[src/rtl/cattr_pkg.sv]
package cattr_pkg;
  localparam int ADDR_W = 32;
  localparam int VPN_W  = 22;
  localparam int ASID_W = 8;
  localparam int PG_LSB = ADDR_W - VPN_W;

  typedef struct packed {
    logic              valid;
    logic [VPN_W-1:0]  vpn;
    logic [ASID_W-1:0] asid;
    logic              shared;
    logic              cache;
  } xlat_entry_t;

  // One entry against a lookup key; ASID is honoured only when use_asid is set.
  function automatic logic entry_hit(xlat_entry_t e, logic [VPN_W-1:0] vpn,
                                     logic [ASID_W-1:0] asid, logic use_asid);
    return e.valid && (e.vpn == vpn) &&
           (!use_asid || e.shared || (e.asid == asid));
  endfunction

  // Mode-dependent windows that are never cacheable.
  function automatic logic region_blocked(logic [ADDR_W-1:0] a, logic priv);
    if (priv)
      return (a[ADDR_W-1 -: 3] == 3'b101) || (a[ADDR_W-1 -: 3] == 3'b111);
    else
      return a[ADDR_W-1];
  endfunction

  function automatic logic asid_in_use(logic priv, logic sv);
    return !(priv && sv);
  endfunction
endpackage

[src/rtl/cattr_region.sv]
module cattr_region
  import cattr_pkg::*;
(
  input  logic [ADDR_W-1:0] addr,
  input  logic              priv,
  output logic              blocked
);
  always_comb blocked = region_blocked(addr, priv);
endmodule

[src/rtl/cattr_table.sv]
module cattr_table
  import cattr_pkg::*;
#(
  parameter int DEPTH = 4,
  localparam int IW = (DEPTH > 1) ? $clog2(DEPTH) : 1
) (
  input  logic              clk,
  input  logic              rst_n,
  input  logic              wr_en,
  input  logic [IW-1:0]     wr_idx,
  input  xlat_entry_t       wr_entry,
  input  logic [VPN_W-1:0]  lk_vpn,
  input  logic [ASID_W-1:0] lk_asid,
  input  logic              lk_use_asid,
  output logic              hit,
  output logic              cacheable
);
  xlat_entry_t ent [DEPTH];
  logic [DEPTH-1:0] match;

  always_ff @(posedge clk) begin
    if (!rst_n) begin
      for (int i = 0; i < DEPTH; i++) ent[i].valid <= 1'b0;
    end else if (wr_en) begin
      ent[wr_idx] <= wr_entry;
    end
  end

  for (genvar g = 0; g < DEPTH; g++) begin : g_cmp
    assign match[g] = entry_hit(ent[g], lk_vpn, lk_asid, lk_use_asid);
  end

  // Lowest index wins: scan downwards so the last assignment is the lowest.
  always_comb begin
    hit       = 1'b0;
    cacheable = 1'b0;
    for (int i = DEPTH - 1; i >= 0; i--) begin
      if (match[i]) begin
        hit       = 1'b1;
        cacheable = ent[i].cache;
      end
    end
  end
endmodule

[src/rtl/cache_attr_unit.sv]
module cache_attr_unit
  import cattr_pkg::*;
#(
  parameter int IT_DEPTH = 4,
  parameter int UT_DEPTH = 64,
  localparam int IT_IW = $clog2(IT_DEPTH),
  localparam int UT_IW = $clog2(UT_DEPTH)
) (
  input  logic              clk,
  input  logic              rst_n,
  input  logic              req_valid,
  input  logic [ADDR_W-1:0] req_addr,
  input  logic              req_priv,
  input  logic              req_bypass,
  input  logic              req_sv,
  input  logic [ASID_W-1:0] req_asid,
  input  logic              it_wr_en,
  input  logic [IT_IW-1:0]  it_wr_idx,
  input  logic              it_wr_valid,
  input  logic [VPN_W-1:0]  it_wr_vpn,
  input  logic [ASID_W-1:0] it_wr_asid,
  input  logic              it_wr_shared,
  input  logic              it_wr_cache,
  input  logic              ut_wr_en,
  input  logic [UT_IW-1:0]  ut_wr_idx,
  input  logic              ut_wr_valid,
  input  logic [VPN_W-1:0]  ut_wr_vpn,
  input  logic [ASID_W-1:0] ut_wr_asid,
  input  logic              ut_wr_shared,
  input  logic              ut_wr_cache,
  output logic              rsp_valid,
  output logic              rsp_cacheable
);
  xlat_entry_t it_entry, ut_entry;
  logic [VPN_W-1:0] lk_vpn;
  logic use_asid;
  logic screen_block;
  logic it_hit, it_cacheable;
  logic ut_hit, ut_cacheable;
  logic decision;

  assign it_entry = '{valid: it_wr_valid, vpn: it_wr_vpn, asid: it_wr_asid,
                      shared: it_wr_shared, cache: it_wr_cache};
  assign ut_entry = '{valid: ut_wr_valid, vpn: ut_wr_vpn, asid: ut_wr_asid,
                      shared: ut_wr_shared, cache: ut_wr_cache};
  assign lk_vpn   = req_addr[ADDR_W-1:PG_LSB];
  assign use_asid = asid_in_use(req_priv, req_sv);

  cattr_region u_region (
    .addr    (req_addr),
    .priv    (req_priv),
    .blocked (screen_block)
  );

  cattr_table #(.DEPTH(IT_DEPTH)) u_itab (
    .clk         (clk),
    .rst_n       (rst_n),
    .wr_en       (it_wr_en),
    .wr_idx      (it_wr_idx),
    .wr_entry    (it_entry),
    .lk_vpn      (lk_vpn),
    .lk_asid     (req_asid),
    .lk_use_asid (use_asid),
    .hit         (it_hit),
    .cacheable   (it_cacheable)
  );

  cattr_table #(.DEPTH(UT_DEPTH)) u_utab (
    .clk         (clk),
    .rst_n       (rst_n),
    .wr_en       (ut_wr_en),
    .wr_idx      (ut_wr_idx),
    .wr_entry    (ut_entry),
    .lk_vpn      (lk_vpn),
    .lk_asid     (req_asid),
    .lk_use_asid (use_asid),
    .hit         (ut_hit),
    .cacheable   (ut_cacheable)
  );

  always_comb begin
    if (screen_block)    decision = 1'b0;
    else if (req_bypass) decision = 1'b1;
    else if (it_hit)     decision = it_cacheable;
    else if (ut_hit)     decision = ut_cacheable;
    else                 decision = 1'b0;
  end

  always_ff @(posedge clk) begin
    if (!rst_n) begin
      rsp_valid     <= 1'b0;
      rsp_cacheable <= 1'b0;
    end else begin
      rsp_valid     <= req_valid;
      rsp_cacheable <= req_valid & decision;
    end
  end
endmodule

[config.mk]
export PLATFORM = sky130hd
export DESIGN_NAME = cache_attr_unit
export DESIGN_NICKNAME = d
export VERILOG_FILES = /design/src/rtl/cattr_pkg.sv /design/src/rtl/cattr_region.sv /design/src/rtl/cattr_table.sv /design/src/rtl/cache_attr_unit.sv
export SDC_FILE = /design/constraint.sdc
export NUM_CORES = 2
export LEC_CHECK = 0
export BUFFER_PORTS_ARGS = -buffer_cell sky130_fd_sc_hd__buf_4
export CAP_MARGIN = 20
export CORE_AREA = 5 5 330 655
export CTS_BUF_LIST = sky130_fd_sc_hd__clkbuf_4 sky130_fd_sc_hd__clkbuf_8 sky130_fd_sc_hd__clkbuf_16
export CTS_CLUSTER_SIZE = 14
export DETAILED_ROUTE_END_ITERATION = 8
export DIE_AREA = 0 0 335 660
export PLACE_DENSITY = 0.68
export SLEW_MARGIN = 25
export SYNTH_ARGS = -nofsm -noshare
export SYNTH_HDL_FRONTEND = slang
export SYNTH_SLANG_ARGS = --single-unit
[constraint.sdc]
create_clock -name clk -period 5.4 [get_ports clk]
set_input_delay 0.54 -clock clk [delete_from_list [all_inputs] [get_ports clk]]
set_output_delay 0.54 -clock clk [all_outputs]
set_load 0.1 [all_outputs]
==> out/metrics.csv <==
stage,metric,value,unit
outcome,outcome,"complete, no violations",
sta,Worst-Margin Slew,1150,ps
clock_tree,H-tree depth reported by CTS,4,
clock_tree,clock sink count,2246,
critical_path,"Cell Chain, Critical Path",xor2_1 > nor4_1 > a211oi_1 > or4_4 > nor2_1 > nor4b_1 > a2111oi_1 > a2111oi_1 > o311ai_1 > a311oi_1 > o41ai_2,
global_routing,vias in the first global route,54100,
critical_path,reg2reg path depth,11,
power_and_ir_drop,Internal Pwr Total,27.5,mW
global_routing,GRT Util Overall,0.270,
routing,Total Wirelength,307000,µm
logic_synthesis,Async SR Flop Fraction,0,
clock_tree,clk buf depth,4,
die,die area,221000,µm²
logic_synthesis,Post-synth top flop,edfxtp_1,
critical_path,reg2reg start,u_utab.ent[48][9],
critical_path,slowest CP cell,a2111oi_1,
sta,Worst Skew,66.6,ps
power_and_ir_drop,sw power,7.96,mW
place,gpl congestion,0.892,
routing,Post-DRT Antenna Nets,0,
critical_path,critical path capture point type,flip-flop,
cells_and_area,layout cell share with drive strength beyond 1,0.136,
clock_tree,# resized after CTS,0,
clock_tree,Clock Tree Root,clkbuf_16,
critical_path,Worst R2R End,rsp_cacheable,
critical_path,startpoint types,flip-flop,
power_and_ir_drop,sequential power share,0.542,
logic_synthesis,post-synthesis instance area,94000,µm²
power_and_ir_drop,clock network fraction of total power,0.391,
routing,length of the first detailed-routing pass in iterations,6,
min_path,min-delay worst type,in -> reg,
place,placed insts,8738,
sta,Final TNS setup,0,ps
sta,Max Transition Viols Final,0,
die,Initial Util,0.447,
min_path,min-delay src,it_wr_idx[0],
sta,final hold vios,0,
critical_path,Levels on crit path,11,
power_and_ir_drop,leakage power,34.2,nW
critical_path,cell family with most CP delay,compound AO/OA/AOI/OAI gates,
logic_synthesis,Yosys warnings,0,
clock_tree,post-CTS setup buffer count,0,
flow_run,max-cap check violation count,0,
min_path,Hold EP,u_itab.ent[3][32],
critical_path,worst-path maximum fanout,4,
clock_tree,CTS tree,yes,
routing,via count,54200,
die,Die Y,660,µm
power_and_ir_drop,PD cells,335,nW/µm²
power_and_ir_drop,Gate power share,0.067,
global_routing,total global routing overflow,0,
sta,RSZ-0062 raised after global routing,no,
die,I/O pin count,124,
critical_path,worst endpoint required time,6160,ps
global_routing,first-pass GRT wire length,419000,µm
clock_tree,Inserted Clock Buffers,196,
sta,Worst Slack Setup Final,1170,ps
power_and_ir_drop,switching part of the total,0.224,
cells_and_area,Area Growth Syn to Fin,12.6,%
die,core area,210000,µm²
min_path,Hold Path Depth,3,
sta,highest clock rate,237,MHz
cells_and_area,Finished Layout Cells,9101,
logic_synthesis,post-synth cell types,60,
place,DP HPWL,185000,µm
clock_tree,"Clk Latency, worst-skew pair",860,ps
critical_path,CP peak stage delay,820,ps
power_and_ir_drop,Worst VDD drop,0.000262,V
logic_synthesis,synthesized instance count,5829,
critical_path,"Top cell by count, worst path",a2111oi_1,
sta,final setup fails,0,
critical_path,WP data arrival,4990,ps
sta,slew margin rel.,0.236,
routing,drt via density,5.95,
logic_synthesis,number of synthesized register bits,2246,
global_routing,largest net degree at the start of global routing,65,
clock_tree,hold_buf cts,2,
sta,Tcrit/Tclk final,0.783,
logic_synthesis,syn nets,5951,
routing,drt initial violations,6294,
place,Area after DPL,99500,µm²
logic_synthesis,"Avg Cell Area, Syn",16.1,µm²
routing,residual DRC count,0,
sta,post-layout min period,4230,ps
die,Die Span X,335,µm
critical_path,WP buf/inv,0,
global_routing,initial antenna violation count,16,
cells_and_area,final instance area,106000,µm²
critical_path,register-to-register setup slack,1170,ps
logic_synthesis,"Seq/Total Area, Yosys",0.710,
die,FP Rows,238,
place,DP Worst Slack,568,ps
cells_and_area,Final Util,0.504,
cells_and_area,Final #Nets,6306,
logic_synthesis,Post-synth EDFFs,2177,
place,input/output buffers,113,
routing,drt wl/cell,33.7,µm
clock_tree,"Clk pin slew, worst setup/hold paths",70,ps
critical_path,critical path class,reg -> reg,
per-layer routing:
metal  part of all wire  global-route usage
met1               0.33               0.300
met4              0.085               0.178
met2               0.51               0.479
met5           0.000042                   0
met3              0.082              0.0408
power groups by stage:
stage | Combinational, mW | Clock, mW | Sequential [mW]
floorplan | 1.13 | 0 | 19.6
global placement | 2.32 | 0 | 19.6
detailed placement | 2.34 | 0 | 19.6
CTS | 2.35 | 14.0 | 19.2
global route | 2.42 | 14.7 | 19.2
finish | 2.39 | 13.9 | 19.2
state kept, by name, summed over array words and instances (netlist names):
register / count
u_utab.ent: 2112
u_itab.ent: 132
rsp_valid: 1
rsp_cacheable: 1
synth_stat cells, drive strengths merged (4+ instances only):
| master | number | area [µm²] |
|---|---|---|
| a211oi | 64 | 480 |
| a21oi | 9 | 45.0 |
| and2 | 4 | 25.0 |
| and3 | 34 | 213 |
| buf | 244 | 1940 |
| clkbuf | 31 | 116 |
| dfxtp | 69 | 1380 |
| edfxtp | 2177 | 65400 |
| inv | 23 | 86.3 |
| mux2 | 4 | 45.0 |
| nand2 | 162 | 608 |
| nand2b | 9 | 56.3 |
| nand3 | 19 | 95.1 |
| nand4 | 234 | 1460 |
| nor2 | 107 | 402 |
| nor3 | 69 | 345 |
| nor4 | 328 | 2070 |
| o211ai | 4 | 30.0 |
| o21a | 5 | 37.5 |
| o21ai | 82 | 410 |
| o311ai | 6 | 52.6 |
| or3 | 5 | 31.3 |
| or3b | 4 | 35.0 |
| or4 | 51 | 398 |
| xnor2 | 625 | 5470 |
| xor2 | 1415 | 12400 |
cells in the final DEF (no fill, tap or decap), types with 4 or more instances in the layout:
master     count
buf_4        359
clkbuf_4     105
mux2_2         4
and3_1        34
dfxtp_1       69
inv_1         23
clkbuf_16    199
nor4_1       323
o21ai_0       82
diode_2       11
nor2_1        42
or4_1         47
o21a_1         5
inv_6          6
buf_6         30
a21oi_1        9
clkbuf_8      14
or4_4          4
nor2_4        23
nor3_1        68
clkinv_2      10
xor2_1      1415
nand2_1      161
xnor2_1      625
nor4_2         4
nor2_2        42
or3_1          5
nand3_1       18
clkinv_1       6
nand4_1      234
buf_16         6
a211oi_1      62
buf_12        34
edfxtp_1    2177
nand2b_1       9
o211ai_1       4
cell families (layout without fill, tap and decap cells):
| kind of cell | after synthesis | in the layout | share of synthesized area |
|---|---|---|---|
| AOI/OAI and AO/OA | 195 | 195 | 0.0137 |
| DFF | 2246 | 2246 | 0.710 |
| and+or+nand+nor | 1043 | 1043 | 0.0626 |
| xor gates and xnor gates | 2040 | 2040 | 0.190 |
| other | 0 | 11 | 0 |
| muxes | 7 | 7 | 0.000799 |
| buffers and inverters | 298 | 799 | 0.0228 |
worst min-delay path: cells and delay by family:
kind / cells / cell delay (ps)
and+or+nand+nor: 2 / 140
buffers and inverters: 1 / 120
worst max path at each step:
stage,slack (ps),to,from
global route,1100,rsp_cacheable,u_utab.ent[48][9]
floorplan,1730,u_itab.ent[2][32],it_wr_en
CTS,1110,rsp_cacheable,u_utab.ent[48][9]
global placement,530,rsp_cacheable,req_addr[25]
detailed placement,570,rsp_cacheable,req_asid[2]
finish,1170,rsp_cacheable,u_utab.ent[48][9]
per-stage QoR:
| stage | hold slack (ps) | power (mW) |
|---|---|---|
| final | 99.8 | 35.5 |
| after global routing | 93.6 | 36.3 |
| after CTS | 53.4 | 35.5 |
| after detailed placement | 460 | 21.9 |
| after global placement | 454 | 21.9 |
| after floorplan | 445 | 20.7 |
cell type report:
| class | count | area [µm²] |
|---|---|---|
| Inverter | 23 | 86.3 |
| Tap cell | 2760 | 3450 |
| Antenna cell | 11 | 27.5 |
| Clock inverter | 26 | 223 |
| Clock buffer | 318 | 5960 |
| Fill cell | 17200 | 104000 |
| Sequential cell | 2246 | 66800 |
| Timing Repair Buffer | 432 | 3910 |
| Multi-Input combinational cell | 3285 | 25500 |
(Power assumes the default switching activity.)
